$ cat config.mk
export PLATFORM = sky130hd
export DESIGN_NAME = dest_addr_filter
export DESIGN_NICKNAME = d
export VERILOG_FILES = /design/src/rtl/daf_pkg.sv /design/src/rtl/daf_setup_loader.sv /design/src/rtl/daf_addr_table.sv /design/src/rtl/daf_verdict.sv /design/src/rtl/dest_addr_filter.sv
export SDC_FILE = /design/constraint.sdc
export NUM_CORES = 2
export LEC_CHECK = 0
export BUFFER_PORTS_ARGS = -buffer_cell sky130_fd_sc_hd__buf_2
export CAP_MARGIN = 20
export CELL_PAD_IN_SITES_DETAIL_PLACEMENT = 0
export CELL_PAD_IN_SITES_GLOBAL_PLACEMENT = 1
export CORE_MARGIN = 4
export CORE_UTILIZATION = 54
export CTS_CLUSTER_DIAMETER = 40
export DETAILED_ROUTE_END_ITERATION = 8
export HOLD_SLACK_MARGIN = 0.12
export MAX_ROUTING_LAYER = met4
export PLACE_DENSITY = 0.85
export RECOVER_POWER = 25
export SETUP_SLACK_MARGIN = 0.02
export SLEW_MARGIN = 20
export SYNTH_ARGS = -nofsm -noshare
export SYNTH_HDL_FRONTEND = slang
export SYNTH_SLANG_ARGS = --single-unit
$ cat constraint.sdc
create_clock -name clk -period 5.95 [get_ports clk]
set_input_delay 0.2975 -clock clk [delete_from_list [all_inputs] [get_ports clk]]
set_output_delay 0.2975 -clock clk [all_outputs]
set_load 0.02 [all_outputs]
$ cat src/rtl/daf_pkg.sv
// Package: shared types of the destination address filter.
// Assumes: nothing beyond IEEE 1800-2017.
package daf_pkg;

    // Filtering policy selected by the mode inputs.
    typedef struct packed {
        logic promisc;
        logic rx_all;
        logic all_multi;
        logic inverse;
    } daf_mode_t;

    // Registered outcome for one presented address.
    typedef struct packed {
        logic accept;
        logic filt_fail;
        logic mcast;
    } daf_verdict_t;

    // Setup-frame offset, within an entry's group, of address byte k:
    // the group is read as pairs of bytes with a two-byte gap after each pair.
    function automatic int unsigned slot_offset(input int unsigned k);
        return (k / 2) * 4 + (k % 2);
    endfunction

endpackage

$ cat src/rtl/daf_setup_loader.sv
// Module: daf_setup_loader
// Captures a byte-streamed setup frame into a staging image of the table
// and raises a one-cycle commit pulse, one clock after the end strobe, when
// the frame held exactly N_ENTRY*GROUP_BYTES bytes.
// Assumes: a byte valid in the start or end cycle belongs to the frame;
// bytes outside an open frame are dropped; the count saturates past the
// expected length, so an over-long frame can never look complete.
module daf_setup_loader
    import daf_pkg::*;
#(
    parameter int N_ENTRY     = 16,
    parameter int ADDR_BYTES  = 6,
    parameter int GROUP_BYTES = 12
) (
    input  logic                          clk,
    input  logic                          rst_n,
    input  logic                          frame_start,
    input  logic                          byte_valid,
    input  logic [7:0]                    byte_data,
    input  logic                          frame_end,
    output logic                          commit,
    output logic [N_ENTRY*ADDR_BYTES*8-1:0] staged
);
    localparam int ADDR_W    = ADDR_BYTES * 8;
    localparam int SETUP_LEN = N_ENTRY * GROUP_BYTES;
    localparam int SAT_CNT   = SETUP_LEN + 1;
    localparam int CNT_W     = $clog2(SAT_CNT + 1);

    logic             active_q;
    logic [CNT_W-1:0] cnt_q;
    logic [CNT_W-1:0] byte_idx;
    logic [CNT_W-1:0] cnt_nxt;
    logic             live;
    logic             take;

    // Current byte offset, frame-open status and saturating next count.
    always_comb begin
        byte_idx = frame_start ? '0 : cnt_q;
        live     = frame_start | active_q;
        take     = live & byte_valid;
        if (take && (byte_idx < CNT_W'(SAT_CNT)))
            cnt_nxt = byte_idx + 1'b1;
        else
            cnt_nxt = byte_idx;
    end

    // Frame tracking and the delayed commit decision.
    always_ff @(posedge clk) begin
        if (!rst_n) begin
            active_q <= 1'b0;
            cnt_q    <= '0;
            commit   <= 1'b0;
        end else begin
            commit <= frame_end & live & (cnt_nxt == CNT_W'(SETUP_LEN));
            if (frame_end) begin
                active_q <= 1'b0;
                cnt_q    <= '0;
            end else begin
                active_q <= live;
                if (live)
                    cnt_q <= cnt_nxt;
            end
        end
    end

    // Steer each accepted byte into the staging slot its offset names.
    always_ff @(posedge clk) begin
        if (!rst_n) begin
            staged <= '0;
        end else if (take) begin
            for (int n = 0; n < N_ENTRY; n++) begin
                for (int k = 0; k < ADDR_BYTES; k++) begin
                    if (byte_idx == CNT_W'(n * GROUP_BYTES + int'(slot_offset(k))))
                        staged[n*ADDR_W + k*8 +: 8] <= byte_data;
                end
            end
        end
    end

endmodule

$ cat src/rtl/daf_addr_table.sv
// Module: daf_addr_table
// Holds the perfect-match address table and compares one address against
// every entry in parallel, returning one hit bit per entry.
// Assumes: commit comes from the loader one cycle after the staged image is
// complete; the table resets to all zeros.
module daf_addr_table #(
    parameter int N_ENTRY    = 16,
    parameter int ADDR_BYTES = 6
) (
    input  logic                            clk,
    input  logic                            rst_n,
    input  logic                            commit,
    input  logic [N_ENTRY*ADDR_BYTES*8-1:0] staged,
    input  logic [ADDR_BYTES*8-1:0]         lookup,
    output logic [N_ENTRY-1:0]              hit_vec,
    output logic [N_ENTRY*ADDR_BYTES*8-1:0] table_out
);
    localparam int ADDR_W = ADDR_BYTES * 8;

    logic [N_ENTRY*ADDR_W-1:0] tbl_q;

    // Replace the whole table at once when a complete frame commits.
    always_ff @(posedge clk) begin
        if (!rst_n)
            tbl_q <= '0;
        else if (commit)
            tbl_q <= staged;
    end

    // One equality comparator per entry.
    for (genvar e = 0; e < N_ENTRY; e++) begin : g_cmp
        assign hit_vec[e] = (lookup == tbl_q[e*ADDR_W +: ADDR_W]);
    end

    assign table_out = tbl_q;

endmodule

$ cat src/rtl/daf_verdict.sv
// Module: daf_verdict
// Applies the ordered decision chain (broadcast, bypass modes, multicast,
// table match with optional inversion) and registers the verdict.
// Assumes: byte 0 of the address is in bits 7:0 and its bit 0 is the
// group (multicast) bit.
module daf_verdict
    import daf_pkg::*;
#(
    parameter int ADDR_BYTES = 6
) (
    input  logic                    clk,
    input  logic                    rst_n,
    input  logic                    addr_valid,
    input  logic [ADDR_BYTES*8-1:0] addr,
    input  logic                    hit_any,
    input  daf_mode_t               mode,
    output logic                    valid_q,
    output daf_verdict_t            verdict_q
);
    daf_verdict_t verdict_d;

    // Ordered decision chain; earlier rules shadow later ones.
    always_comb begin
        verdict_d = '0;
        if (&addr) begin
            verdict_d.accept = 1'b1;
        end else if (mode.promisc | mode.rx_all) begin
            verdict_d.accept    = 1'b1;
            verdict_d.filt_fail = 1'b1;
        end else if (mode.all_multi & addr[0]) begin
            verdict_d.accept = 1'b1;
            verdict_d.mcast  = 1'b1;
        end else begin
            verdict_d.accept = hit_any ^ mode.inverse;
        end
    end

    // Register the verdict; idle cycles give an all-low verdict.
    always_ff @(posedge clk) begin
        if (!rst_n) begin
            valid_q   <= 1'b0;
            verdict_q <= '0;
        end else begin
            valid_q   <= addr_valid;
            verdict_q <= addr_valid ? verdict_d : '0;
        end
    end

endmodule

$ cat src/rtl/dest_addr_filter.sv
// Module: dest_addr_filter (top)
// Destination-address filter: setup-frame loader, parallel match table and
// registered decision chain.
// Assumes: synchronous active-low reset; a lookup in the same cycle as a
// table commit sees the previous table.
module dest_addr_filter
    import daf_pkg::*;
#(
    parameter int N_ENTRY     = 16,
    parameter int ADDR_BYTES  = 6,
    parameter int GROUP_BYTES = 12
) (
    input  logic                    clk,
    input  logic                    rst_n,
    input  logic                    setup_start,
    input  logic                    setup_valid,
    input  logic [7:0]              setup_data,
    input  logic                    setup_end,
    input  logic                    addr_valid,
    input  logic [ADDR_BYTES*8-1:0] addr,
    input  logic                    mode_promisc,
    input  logic                    mode_rx_all,
    input  logic                    mode_all_multi,
    input  logic                    mode_inverse,
    output logic                    result_valid,
    output logic                    accept,
    output logic                    filter_fail,
    output logic                    multicast_hit
);
    localparam int ADDR_W  = ADDR_BYTES * 8;
    localparam int TABLE_W = N_ENTRY * ADDR_W;

    logic               commit_pulse;
    logic [TABLE_W-1:0] staged_img;
    logic [TABLE_W-1:0] table_flat;
    logic [N_ENTRY-1:0] hit_vec;
    daf_mode_t          mode;
    daf_verdict_t       verdict;

    // Gather the mode inputs into one policy word.
    always_comb begin
        mode.promisc   = mode_promisc;
        mode.rx_all    = mode_rx_all;
        mode.all_multi = mode_all_multi;
        mode.inverse   = mode_inverse;
    end

    daf_setup_loader #(
        .N_ENTRY    (N_ENTRY),
        .ADDR_BYTES (ADDR_BYTES),
        .GROUP_BYTES(GROUP_BYTES)
    ) u_loader (
        .clk        (clk),
        .rst_n      (rst_n),
        .frame_start(setup_start),
        .byte_valid (setup_valid),
        .byte_data  (setup_data),
        .frame_end  (setup_end),
        .commit     (commit_pulse),
        .staged     (staged_img)
    );

    daf_addr_table #(
        .N_ENTRY   (N_ENTRY),
        .ADDR_BYTES(ADDR_BYTES)
    ) u_table (
        .clk      (clk),
        .rst_n    (rst_n),
        .commit   (commit_pulse),
        .staged   (staged_img),
        .lookup   (addr),
        .hit_vec  (hit_vec),
        .table_out(table_flat)
    );

    daf_verdict #(
        .ADDR_BYTES(ADDR_BYTES)
    ) u_verdict (
        .clk       (clk),
        .rst_n     (rst_n),
        .addr_valid(addr_valid),
        .addr      (addr),
        .hit_any   (|hit_vec),
        .mode      (mode),
        .valid_q   (result_valid),
        .verdict_q (verdict)
    );

    assign accept        = verdict.accept;
    assign filter_fail   = verdict.filt_fail;
    assign multicast_hit = verdict.mcast;

endmodule

# After elaboration in Yosys (flattened, before gate mapping)
# Cells that the tools add are included.
[op_classes] add_sub_neg=1 reduce_logical=104 bitwise_logic=9 magnitude_cmp=1 muxes=7 n_eq_ne=112
[ops] cell="$eq A48 B48 Y1" n=16
[ops] cell="$eq A8 B8 Y1 const B" n=33
[ops] cell="$eq A8 B7 Y1 const B" n=32
[ops] cell="$reduce_and A2 Y1" n=97
[ops] cell="$eq A8 B6 Y1 const B" n=16
[ops] cell="$eq A8 B5 Y1 const B" n=8
[ops] cell="$reduce_and A48 Y1" n=1
[ops] cell="$eq A8 B4 Y1 const B" n=4
[ops] cell="$eq A8 B3 Y1 const B" n=2
[ops] cell="$mux W8" n=2
[ops] cell="$reduce_or A16 Y1" n=1
[ops] cell="$add A8 B1 Y8 const B" n=1
[ops] cell="$eq A8 B1 Y1 const B" n=1
[ops] cell="$logic_not A8 Y1" n=1
[ops] cell="$lt A8 B8 Y1 const B" n=1
[ops] cell="$mux W1" n=5
[ops] cell="$and A1 B1 Y1" n=4
[ops] cell="$reduce_or A4 Y1" n=1
[ops] cell="$reduce_or A3 Y1" n=1
[ops] cell="$not A1 Y1" n=2
[ops] cell="$or A1 B1 Y1" n=2
[ops] cell="$reduce_or A2 Y1" n=1
[ops] cell="$logic_and A1 B1 Y1" n=1
[ops] cell="$xor A1 B1 Y1" n=1
[totals] inputBits=66 register_bits=1550

# Logic depth before layout (Yosys ltp)
[logic_depth] depth_word=6 ltp_mapped=12 depth_no_buf=10

# Cells and area by module
# From an unflattened synthesis, not the netlist that was laid out.
[unflattened] cells_unflattened=6851 hier_area_um2=68936.1
[by_module_without_submodules] mod="daf_addr_table" area_each_um2=38092.8 cells_per_inst=3595 instances=1
[by_module_without_submodules] mod="daf_setup_loader" area_each_um2=30573.1 cells_per_inst=3223 instances=1
[by_module_without_submodules] mod="daf_verdict" area_each_um2=239.0 cells_per_inst=28 instances=1
[by_module_without_submodules] mod="dest_addr_filter" area_each_um2=31.3 cells_per_inst=5 instances=1

# Worst setup path before layout
# OpenSTA, ideal clock, no wires.
[synth_timing] path_type="input to register" from="input port setup_start" to="register u_loader.commit" setup_ns=0.114 stages=12 arrival_time_ns=2.228 setup_slack_ns=3.608 path_cell_list="buf_2 -> buf_2 -> nor2b_1 -> inv_1 -> ha_1 -> nand3_1 -> a31oi_1 -> o21a_1 -> mux2_2 -> nor2_1 -> nand4_1 -> a2111oi_0"
[synth_via] elab_chain_cells=6
[synth_lines] element="start, declared" line_no="dest_addr_filter.sv:15" rtl="input logic setup_start,"
[synth_lines] element="$mux W8 / $or A1 B1 Y1 (equally long branches)" line_no="daf_setup_loader.sv:38, daf_setup_loader.sv:39"
[synth_lines] element="$lt A8 B8 Y1 / $and A1 B1 Y1 (equally long branches)" line_no="daf_setup_loader.sv:41, daf_setup_loader.sv:40"
[synth_lines] element="$logic_and A1 B1 Y1" line_no="daf_setup_loader.sv:41" rtl="if (take && (byte_idx < CNT_W'(SAT_CNT)))"
[synth_lines] element="$mux W8" line_no="daf_setup_loader.sv:41"
[synth_lines] element="$eq A8 B8 Y1" line_no="daf_setup_loader.sv:54" rtl="commit <= frame_end & live & (cnt_nxt == CNT_W'(SETUP_LEN));"
[synth_lines] element="$and A1 B1 Y1 (*)" line_no="daf_setup_loader.sv:54"
[synth_lines] element="end signal, assigned" line_no="daf_setup_loader.sv:54"
[synth_lines] element="end, declared" line_no="daf_setup_loader.sv:21" rtl="output logic commit,"
# Mark *: on every way between the ends. The rest lies on a longest branch, timed or not.
# A chain may end at the register's enable or synchronous reset.

==> impl_metrics.csv <==
group,metric,value,unit
clock_network,cts_sinks,1550,
synthesis,netlist_instances,6740,
timing,setup_viol,0,
grt,antenna_found_initial,8,
synthesis,ys.flop_type,"dfxtp_1",
clock_network,cts_tree,"done",
run_status,status,"finished, violations left",
power,p_leak,26.49,nW
worst_setup_path,cp-start-kind,"flip-flop",
synthesis,async_flop_share,0,
timing,hold_viol_final,0,
clock_network,cts.clk_slew.worst_paths,0.06,ns
min_path,worstHoldPathType,"in2reg",
clock_network,htreeDepth,4,
clock_network,numCtsBuffers,196,
synthesis,synth_mux_area_frac,0.1793,
run,max_cap_viol_count,2,
synthesis,ys_seq_area_frac,0.4566,
route,first_pass_iters,5,
worst_setup_path,crit_type,"reg2reg",
synthesis,syn_nets,6810,
timing,report.final.slew_viol_count,264,
synthesis,ys_ff_latch,1550,
timing,rsz0062_at_grt,"false",
power,powerDensity,315.6,nW/um2
final_layout,drive_above_1_share,0.08541,
route,drt_iter0_drc,5196,
die,dieArea,131600,um2
timing,setup_tns,0,ns
synthesis,synth_simple_gate_area_share,0.1825,
synthesis,synth-compound-area-share,0.04842,
die,start_util,0.5468,
final_layout,num-nets-final,6669,
die,fp.dieW,362.8,um
clock_network,clk-insertion-delay-late,0.84,ns
route,antenna_left,0,
power,p_total,24.09,mW
placed_design,gp_congestion,0.9040,
worst_setup_path,crit_required,6.66,ns
worst_setup_path,arrival,4.71,ns
final_layout,utilization,0.6142,
clock_network,cts_buffer_depth,3,
run_status,failed_checks,"capacitance limit, slew limit",
route,via_per_inst,5.775,
worst_setup_path,ff2ff_path_depth,3,
synthesis,synth.distinct_cells,42,
die,dieHeight,362.8,um
route,drc,0,
min_path,hold_path_depth,5,
die,rows,129,
timing,fin_skew,0.03377,ns
grt,grt_max_degree,246,
final_layout,fill_cells,10350,
timing,worstMarginPinSlew,3.695,ns
synthesis,synth_edf_count,0,
synthesis,synth_top_family_by_area,"simple AND/OR/NAND/NOR gates",
synthesis,netlist_area,67960,um2
timing,fin_crit,4.003,ns
synthesis,avgSynthCellArea,10.08,um2
clock_network,cts-root-buf,"clkbuf_16",
grt,grt_pass1_vias,45690,
timing,holdWs,0.2064,ns
grt,gr-total-overflow,0,
synthesis,synth-adder-area-share,0.0007364,
final_layout,syn2layout_area_growth,12.32,%
worst_setup_path,critPathMaxFanout,39,
synthesis,synth_warnings,0,
die,core,124300,um2
timing,relSlewSlack,-1.463,
worst_setup_path,cp-end-kind,"flip-flop",
placed_design,dpl.hpwl,133500,um
grt,grtUsageTotal,0.3349,
power,peakVddDrop,0.0003140,V
route,vias,48550,
grt,grt_pass1_wl,317900,um
route,routed_wl,220100,um
placed_design,port_buffers,69,
final_layout,regArea,31030,um2
final_layout,multi_input_area,34790,um2
synthesis,synth_xor_area_frac,0.1001,
route,routedWlPerCell,26.18,um
timing,timing.fmax,0.2498,GHz
timing,finalCritPeriodShare,0.6728,
die,ioPinCount,70,
-- final timing paths --
path | start | end | slack, ns
worst max-delay path | u_loader.commit$_SDFF_PN0_ | u_table.table_out[280]$_SDFFE_PN0P_ | 1.95
worst min-delay path | addr[3] | u_verdict.verdict_q[2]$_SDFF_PN0_ | 0.21
worst max register to register | u_loader.commit$_SDFF_PN0_ | u_table.table_out[280]$_SDFFE_PN0P_ | 1.95
worst min register to register | u_loader.staged[25]$_SDFFE_PN0P_ | u_loader.staged[25]$_SDFFE_PN0P_ | 0.46
-- sequential cells by signal, indices dropped and copies added (netlist names) --
signal,cells
u_loader.active_q,1
u_verdict.valid_q,1
u_verdict.verdict_q,3
u_loader.staged,768
u_table.table_out,768
u_loader.cnt_q,8
u_loader.commit,1
-- logic make-up (layout without fill, tap and decap cells) --
| family | count (synthesis) | after routing |
|---|---|---|
| AOI/OAI and AO/OA | 493 | 493 |
| xor gates and xnor gates | 777 | 777 |
| adders and majority gates | 4 | 4 |
| buffers and inverters | 529 | 556 |
| DFF | 1550 | 1550 |
| muxes | 1217 | 1217 |
| other | 0 | 3 |
| and+or+nand+nor | 2170 | 2170 |
-- placed cells by master (no fill, tap or decap), types with 24 or more instances in the layout --
cell type  Yosys  routed
a21boi_0     318     318
buf_2         99      55
buf_4         21      86
bufinv_16      0      24
clkbuf_1     327      24
clkbuf_16      0     197
clkbuf_8       0      30
dfxtp_1     1550    1550
inv_6          0      27
mux2i_1     1216    1216
nand2_1      432     430
nand3_1      103     100
nand4_1       64      64
nor2_1        43      39
nor2_4        30      30
nor2b_1     1224    1224
nor4_1       199     198
o21ai_0      160     160
xor2_1       771     771
-- area by class of cell --
type,instances,share of cell area
Antenna cell,3,0.00009835
Timing Repair Buffer,183,0.01857
Tap cell,1637,0.02683
Clock inverter,120,0.02093
Sequential cell,1550,0.4065
Inverter,7,0.0003770
Multi-Input combinational cell,4661,0.4557
Clock buffer,246,0.07093
-- layer usage --
layer,vias to the layer above,routed length [um],GRT usage
met2,1964,95510,0.4943
met1,23900,98390,0.4634
met3,456,16910,0.05322
li1,22230,-,-
met4,0,9255,0.1266
met5,-,0,-
-- where the power goes --
part	switching, mW	total [mW]	internal, mW
Sequential	0.00370	10.4	10.4
Combinational	0.780	1.11	0.331
Clock	4.98	12.6	7.61
-- cell usage after synthesis, types with 20 or more instances --
| cell | number | area [um2] |
|---|---|---|
| clkbuf_1 | 327 | 1227 |
| buf_2 | 99 | 495.5 |
| buf_4 | 21 | 157.7 |
| nor2_1 | 43 | 161.4 |
| nor3_1 | 20 | 100.1 |
| mux2i_1 | 1216 | 12170 |
| a21boi_0 | 318 | 2387 |
| o21ai_0 | 160 | 800.8 |
| nor4_1 | 199 | 1245 |
| xor2_1 | 771 | 6753 |
| nand3_1 | 103 | 515.5 |
| dfxtp_1 | 1550 | 31030 |
| buf_1 | 74 | 277.8 |
| nand4_1 | 64 | 400.4 |
| nor2b_1 | 1224 | 7657 |
| nand2_1 | 432 | 1622 |
| nor2_4 | 30 | 337.8 |
-- repair_timing --
item                                    4_1_cts  5_1_grt
endpoints found under the setup margin        0        0
endpoints found under the hold margin       308       10
hold buffers                                 19        1
gates resized for setup                       0        0
setup buffers                                 0        0
-- worst max-delay path, cell delays in order (launching register included) --
cell and delay [ns]:
dfxtp_1 2.14, clkbuf_2 1.32, mux2i_1 0.29, nor2b_1 0.07
-- metrics by stage --
stage / setup WS, ns / area, um2 / cells
floorplan: 3.608 / 67960 / 6740
global placement: 1.954 / 69100 / 8017
detailed placement: 2.398 / 69110 / 8017
CTS: 2.752 / 76310 / 8402
global route: 1.770 / 76330 / 8406
finish: 1.947 / 76330 / 8407
No activity file was read; power rests on OpenSTA's default activity.
